**src/rtl/refseq_pkg.sv**
```systemverilog
package refseq_pkg;

   typedef enum logic [3:0] {
      CMD_NOP  = 4'b0111,
      CMD_PRE  = 4'b0010,
      CMD_AREF = 4'b0001,
      CMD_DESL = 4'b1111
   } cmd_e;

   typedef enum logic [2:0] {
      ST_IDLE,
      ST_PRE,
      ST_WAIT_RP,
      ST_AREF,
      ST_WAIT_RFC
   } seq_state_e;

   function automatic int max_of(input int a, input int b);
      return (a > b) ? a : b;
   endfunction

endpackage

```
**src/rtl/refseq_timer.sv**
```systemverilog
module refseq_timer #(
   parameter int WIDTH = 4
) (
   input  logic             clk,
   input  logic             rst,
   input  logic             load,
   input  logic [WIDTH-1:0] load_val,
   output logic             expired
);

   logic [WIDTH-1:0] cnt_q;

   always_ff @(posedge clk) begin
      if (rst) begin
         cnt_q <= '0;
      end else if (load) begin
         cnt_q <= load_val;
      end else if (cnt_q != '0) begin
         cnt_q <= cnt_q - 1'b1;
      end
   end

   assign expired = (cnt_q == '0);

endmodule

```
**src/rtl/refseq_fsm.sv**
```systemverilog
module refseq_fsm
   import refseq_pkg::*;
#(
   parameter int T_RP  = 3,
   parameter int T_RFC = 5,
   parameter int CNT_W = 4,
   parameter int TW    = 3
) (
   input  logic             clk,
   input  logic             rst,
   input  logic             req,
   input  logic             bank_open,
   input  logic [CNT_W-1:0] count,
   input  logic             t_expired,
   output logic             t_load,
   output logic [TW-1:0]    t_val,
   output seq_state_e       state,
   output logic             done
);

   localparam bit RP_SHORT  = (T_RP  == 1);
   localparam bit RFC_SHORT = (T_RFC == 1);
   localparam logic [TW-1:0] RP_LD  = RP_SHORT  ? '0 : TW'(T_RP  - 2);
   localparam logic [TW-1:0] RFC_LD = RFC_SHORT ? '0 : TW'(T_RFC - 2);

   seq_state_e       state_q, state_d;
   logic [CNT_W-1:0] rem_q;
   logic             done_q;
   logic             accept;
   logic             rfc_end;
   logic             last;

   assign accept  = (state_q == ST_IDLE) && req;
   assign last    = (rem_q == '0);
   assign rfc_end = ((state_q == ST_AREF) && RFC_SHORT) ||
                    ((state_q == ST_WAIT_RFC) && t_expired);

   always_comb begin
      state_d = state_q;
      t_load  = 1'b0;
      t_val   = '0;
      unique case (state_q)
         ST_IDLE: begin
            if (req) state_d = bank_open ? ST_PRE : ST_AREF;
         end
         ST_PRE: begin
            t_load  = 1'b1;
            t_val   = RP_LD;
            state_d = RP_SHORT ? ST_AREF : ST_WAIT_RP;
         end
         ST_WAIT_RP: begin
            if (t_expired) state_d = ST_AREF;
         end
         ST_AREF: begin
            t_load = 1'b1;
            t_val  = RFC_LD;
            if (RFC_SHORT) state_d = last ? ST_IDLE : ST_AREF;
            else           state_d = ST_WAIT_RFC;
         end
         ST_WAIT_RFC: begin
            if (t_expired) state_d = last ? ST_IDLE : ST_AREF;
         end
         default: state_d = ST_IDLE;
      endcase
   end

   always_ff @(posedge clk) begin
      if (rst) begin
         state_q <= ST_IDLE;
         rem_q   <= '0;
         done_q  <= 1'b0;
      end else begin
         state_q <= state_d;
         done_q  <= rfc_end && last;
         if (accept) begin
            rem_q <= (count == '0) ? '0 : count - 1'b1;
         end else if (rfc_end && !last) begin
            rem_q <= rem_q - 1'b1;
         end
      end
   end

   assign state = state_q;
   assign done  = done_q;

endmodule

```
**src/rtl/refseq_encode.sv**
```systemverilog
module refseq_encode
   import refseq_pkg::*;
#(
   parameter bit FILL_DESELECT = 1'b0
) (
   input  seq_state_e  state,
   output logic [3:0]  cmd,
   output logic        a10,
   output logic        cke
);

   logic [3:0] filler;

   generate
      if (FILL_DESELECT) begin : g_fill_desl
         assign filler = CMD_DESL;
      end else begin : g_fill_nop
         assign filler = CMD_NOP;
      end
   endgenerate

   always_comb begin
      cmd = filler;
      a10 = 1'b0;
      unique case (state)
         ST_PRE: begin
            cmd = CMD_PRE;
            a10 = 1'b1;
         end
         ST_AREF: cmd = CMD_AREF;
         default: cmd = filler;
      endcase
   end

   assign cke = 1'b1;

endmodule

```
**src/rtl/dram_refresh_seq.sv**
```systemverilog
module dram_refresh_seq
   import refseq_pkg::*;
#(
   parameter int T_RP          = 3,
   parameter int T_RFC         = 5,
   parameter int CNT_W         = 4,
   parameter bit FILL_DESELECT = 1'b0
) (
   input  logic             clk,
   input  logic             rst,
   input  logic             req_i,
   input  logic             bank_open_i,
   input  logic [CNT_W-1:0] count_i,
   output logic [3:0]       cmd_o,
   output logic             a10_o,
   output logic             cke_o,
   output logic             done_o
);

   localparam int TMAX = max_of(T_RP, T_RFC);
   localparam int TW   = (TMAX < 2) ? 1 : $clog2(TMAX);

   generate
      if (T_RP < 1) begin : g_bad_rp
         $error("T_RP must be at least 1");
      end
      if (T_RFC < 1) begin : g_bad_rfc
         $error("T_RFC must be at least 1");
      end
      if (CNT_W < 1) begin : g_bad_cnt
         $error("CNT_W must be at least 1");
      end
   endgenerate

   seq_state_e     state_w;
   logic           t_load_w;
   logic [TW-1:0]  t_val_w;
   logic           t_exp_w;
   logic           idle_w;

   refseq_fsm #(
      .T_RP  (T_RP),
      .T_RFC (T_RFC),
      .CNT_W (CNT_W),
      .TW    (TW)
   ) u_fsm (
      .clk       (clk),
      .rst       (rst),
      .req       (req_i),
      .bank_open (bank_open_i),
      .count     (count_i),
      .t_expired (t_exp_w),
      .t_load    (t_load_w),
      .t_val     (t_val_w),
      .state     (state_w),
      .done      (done_o)
   );

   refseq_timer #(
      .WIDTH (TW)
   ) u_timer (
      .clk      (clk),
      .rst      (rst),
      .load     (t_load_w),
      .load_val (t_val_w),
      .expired  (t_exp_w)
   );

   refseq_encode #(
      .FILL_DESELECT (FILL_DESELECT)
   ) u_enc (
      .state (state_w),
      .cmd   (cmd_o),
      .a10   (a10_o),
      .cke   (cke_o)
   );

   assign idle_w = (state_w == ST_IDLE);

endmodule

```
**config.mk**
```make
export PLATFORM = sky130hd
export DESIGN_NAME = dram_refresh_seq
export DESIGN_NICKNAME = d
export VERILOG_FILES = /design/src/rtl/refseq_pkg.sv /design/src/rtl/refseq_timer.sv /design/src/rtl/refseq_fsm.sv /design/src/rtl/refseq_encode.sv /design/src/rtl/dram_refresh_seq.sv
export SDC_FILE = /design/constraint.sdc
export NUM_CORES = 1
export LEC_CHECK = 0
export ABC_AREA = 0
export ABC_CLOCK_PERIOD_IN_PS = 3000
export BUFFER_PORTS_ARGS = -buffer_cell sky130_fd_sc_hd__buf_2
export CELL_PAD_IN_SITES_DETAIL_PLACEMENT = 2
export CELL_PAD_IN_SITES_GLOBAL_PLACEMENT = 2
export CORE_UTILIZATION = 32
export CTS_CLUSTER_DIAMETER = 150
export DETAILED_ROUTE_END_ITERATION = 12
export PLACE_DENSITY = 0.86
export SETUP_SLACK_MARGIN = 0.5
export SYNTH_ARGS = -nofsm -noshare
export SYNTH_HDL_FRONTEND = slang
export SYNTH_SLANG_ARGS = --single-unit
```
**constraint.sdc**
```tcl
create_clock -name clk -period 3 [get_ports clk]
set_clock_uncertainty 0.05 [all_clocks]
set_input_delay 0.3 -clock clk [delete_from_list [all_inputs] [get_ports clk]]
set_output_delay 0.3 -clock clk [all_outputs]
set_load 0.1 [all_outputs]
```
# After elaboration in Yosys (flattened, before gate mapping)
# Index checks and enable logic that the tools add are counted.
# totals
reg_bits,11
latch_bits,0
inputBits,8
ramBits,0
word_cells,43
mem_count,0
rom_bits,0
# classes
n_bitwise,0
shifts,0
mul,0
addsub,3
n_mux,15
div_mod_pow,0
eq_ne,7
reduce_logical,14
order_cmp,0
# ops
cell,n
2-to-1 mux 3 bit,5
case mux 3 bit (5 select lines),1
2-to-1 mux 4 bit,3
logical NOT 4 bit,2
"subtractor 4 x 1 -> 4 bit, second input constant",2
"equality test 3 x 2 -> 1 bit, second input constant",2
logical NOT 3 bit,2
case mux 3 bit (2 select lines),1
logical AND 1 bit,4
2-to-1 mux 2 bit,2
"!= test 2 x 1 -> 1 bit, second input constant",2
case mux 2 bit (2 select lines),1
nonzero test 2 bit,2
"equality test 3 x 1 -> 1 bit, second input constant",1
"equality test 3 bit, second input constant",1
AND reduction 3 bit,1
nonzero test 3 bit,1
"subtractor 3 x 1 -> 3 bit, second input constant",1
2-to-1 mux 1 bit,2
"!= test 2 bit, second input constant",1
OR reduction 2 bit,1
logical NOT 1 bit,1

# Longest topological paths before layout
# depth
word_depth,5
ltp_mapped,6

# By module
# Synthesis repeated with hierarchy kept, for this count alone.
# unflattened
cells_unflattened,101
hier_area_um2,802.0
# modules_own_cells
mod,cells_per_inst,instances,seq_area_each_um2,area_each_um2
refseq_fsm,71,1,160.2,541.8
refseq_timer,22,1,60.1,206.4
refseq_encode,8,1,0.0,53.8

# Least setup slack after synthesis
# No wires, ideal clock.
# synth_timing
path_type,flip-flop to output port
startpoint,reg u_fsm.state_q[2] (netlist: u_fsm.state[2])
endpoint,out cmd_o[0]
slack_ns,-0.769
t_required_ns,2.650
arrival_ns,3.419
n_path_buf,0
stages_incl_launch_ff,5
cell_sequence,dfxtp_1 > and2b_2 > inv_1 > nor2_1 > inv_1
# synth_between
elab_chain_cells,2
# synth_rtl
element,line,source
start: declaration,refseq_fsm.sv:26,"seq_state_e state_q, state_d;"
start signal: assignment,refseq_fsm.sv:73,state_q <= state_d;
equality test 3 x 2 -> 1 bit or equality test 3 x 1 -> 1 bit (tied branches),n/a,
case mux 3 bit (2 select lines) (*),refseq_encode.sv:25,unique case (state)
end: declaration,dram_refresh_seq.sv:14,"output logic [3:0] cmd_o,"
# Every way passes the cells marked *; elsewhere a longest branch is shown, timed or not.

# Worst setup path in the final report
# Same ends and word-level chain as after synthesis.

==> key figures <==
Timing
  – Final setup violation count: 0
  – Final Slew Violations: 0
  – Final Hold Fails: 0
  – Worst Max-Slew Pin Slew: 0.602 ns
  – Max_slew headroom: 59.8%
  – RSZ-0062 raised after global routing: no
  – Min Tclk post-route: 2.13 ns
  – Fmax: 469 MHz
  – Final hold slack: 0.306 ns
  – Final worst-path cycle share: 71.0%
  – Setup TNS: 0 ns

CTS
  – Clk root buf: clkbuf_4
  – Clk buf depth: 2
  – CTS tree: yes
  – Worst-path clk slew: 0.08 ns
  – Setup Fix Bufs, Post-CTS: 0
  – Post-CTS Resized: 0
  – Hold Buf Count CTS: 0
  – Worst skew pair latency: 0.27 ns
  – Inserted Clock Buffers: 3
  – H-tree depth: 1
  – CTS Sinks: 11

Detailed routing
  – TritonRoute pass-1 iters: 4
  – Via density: 5.24
  – Routed Antenna Nets: 0
  – DRC errors left: 0
  – Routed via count: 644
  – Routed len/inst: 16.1 um
  – Drt first-iter violations: 5
  – Total routed wirelength: 1.98 mm

GRT
  – Largest net degree at the start of global routing: 14
  – Total GRT Usage: 19.0%
  – Grt ovf: 0
  – Vias in the first global route: 703
  – First-pass GRT wire length: 3.46 mm
  – Initial antenna violation count: 0

Final layout
  – Filler cells: 245
  – Commonest non-fill, non-tap cell in the layout: buf_2
  – Area growth, synth to finish: 15.1%
  – ANT cells: 0
  – Share of post-route cells with drive strength above 1: 24.0%
  – Most frequent cells in the layout: buf_2 (12), dfxtp_1 (11), a21oi_1 (7)
  – Layout Nets: 108
  – Design area: 822 sq um

Critical path
  – Worst R2R Start: u_fsm.rem_q[0]
  – Reg-to-reg setup timing slack: 1.23 ns
  – Worst Setup End Kind: primary output
  – Critical Path AT: 1.78 ns
  – Worst Path Required: 2.65 ns
  – Critical Path Source Type: flip-flop
  – FF-to-FF path depth: 6
  – Crit Path Max Fanout: 8
  – Worst R2R End: u_fsm.rem_q[1]
  – Setup CP Type: reg -> out

Yosys
  – Seq/Total Area, Yosys: 30.8%
  – Distinct cells, synth: 37
  – Post-synth EDFFs: 0
  – Largest area contributor in the netlist: dfxtp_1
  – Mapped Cells: 84
  – Post-synth top area share: 30.8%
  – Synth Cell Area: 714 sq um
  – Synth Flop Type: dfxtp_1
  – Post-synthesis register bit count: 11
  – Syn_nets: 95
  – Avg Inst Size Synth: 8.51 sq um
  – FFs w/ async S/R, synth: 0%
  – Synth area leaders: dfxtp_1 (31%), ha_1 (5.3%), a21oi_1 (4.9%)
  – Yosys warnings: 0

Hold path
  – Min-delay src: rst
  – Hold Path Class: in -> reg
  – Hold Path Sink: u_fsm.rem_q[3]
  – Hold Path Stages: 2

Floorplan
  – Row count: 16
  – Die boundary width: 49.3 um
  – Initial Utilization: 35.3%
  – CORE AREA: 2020 sq um
  – I/O pin count: 15
  – Die Y: 49.3 um
  – Die ar.: 2430 sq um

Power
  – Peak supply drop: 0.468 mV
  – Pwr Density: 1140 nW/um^2
  – Leakage: 0.313 nW

Placed design
  – DP HPWL: 1.49 mm
  – Gpl congestion: 0.707
  – Post-DP Area: 796 sq um
  – Buffers on Ports: 12

Outcome
  – Outcome: finished clean

Flow run
  – Max cap viols: 0
layer usage:
layer	routed length (um)	global-route usage [%]	share of wire (%)
met2	1000	31.1	51
met5	0	0	0
met4	16	8.82	0.81
met1	910	24.2	46
met3	52	2.80	2.6
Yosys cell counts, types with 2 or more instances:
cell type  instances
dfxtp_1           11
a21oi_1            7
inv_1              7
nor2_1             7
nor3_1             4
o21ai_0            4
ha_1               3
nand2_1            3
xnor2_1            3
a21boi_0           2
buf_4              2
conb_1             2
nand3_1            2
nor4b_1            2
o31a_1             2
or3_1              2
power by group:
part | internal, mW | switching, mW | leakage, nW
sequential | 0.194 | 0.0818 | 0.0906
combinational | 0.171 | 0.387 | 0.208
clock | 0.0515 | 0.0556 | 0.0150
kinds of logic (layout without fill, tap and decap cells):
group,after synthesis,after routing,synth area share [%]
other,2,2,1.05
xor gates and xnor gates,4,4,4.90
muxes,1,1,1.40
AOI/OAI and AO/OA,22,22,20.5
buffers and inverters,11,23,7.00
and+or+nand+nor,30,30,29.1
DFF,11,11,30.8
adders and majority gates,3,3,5.25
registers in the layout, summed over array words and instances (netlist names):
name,flops
u_fsm.done,1
u_fsm.rem_q,4
u_timer.cnt_q,3
u_fsm.state,3
worst max-delay path by stage:
stage	start	to	slack (ns)
6_report	u_fsm.state[2]	cmd_o[0]	0.87
5_1_grt	u_fsm.state[2]	cmd_o[0]	0.74
4_1_cts	u_fsm.state[2]	cmd_o[0]	0.86
3_5_place_dp	u_fsm.state[2]	cmd_o[0]	1.16
3_3_place_gp	u_fsm.state[2]	cmd_o[0]	1.24
2_1_floorplan	u_fsm.state[2]	cmd_o[0]	0.27
through the flow:
stage / total power, mW / util [%] / setup slack (ns) / std cells
finish: 0.941 / 40.7 / 0.869 / 123
global route: 1.01 / 40.7 / 0.739 / 123
CTS: 0.949 / 40.7 / 0.864 / 123
detailed placement: 0.836 / 39.4 / 1.16 / 119
global placement: 0.807 / 39.4 / 1.24 / 119
floorplan: 0.722 / - / 0.271 / 84
final cells by class:
type,count,area [sq um],share of cell area (%)
flip-flops and latches,11,220,26.8
repair buffers,12,60.1,7.31
clock buffers,4,26.3,3.20
multi-input cells,62,452,54.9
well taps,27,33.8,4.11
inverters,7,30.0,3.65
critical path, cell delays in order (launching register included):
cell and delay, ns:
dfxtp_1 0.53, and2b_2 0.28, inv_1 0.15, nor2_4 0.06, clkinvlp_4 0.08, buf_2 0.41
(Power assumes the default switching activity.)
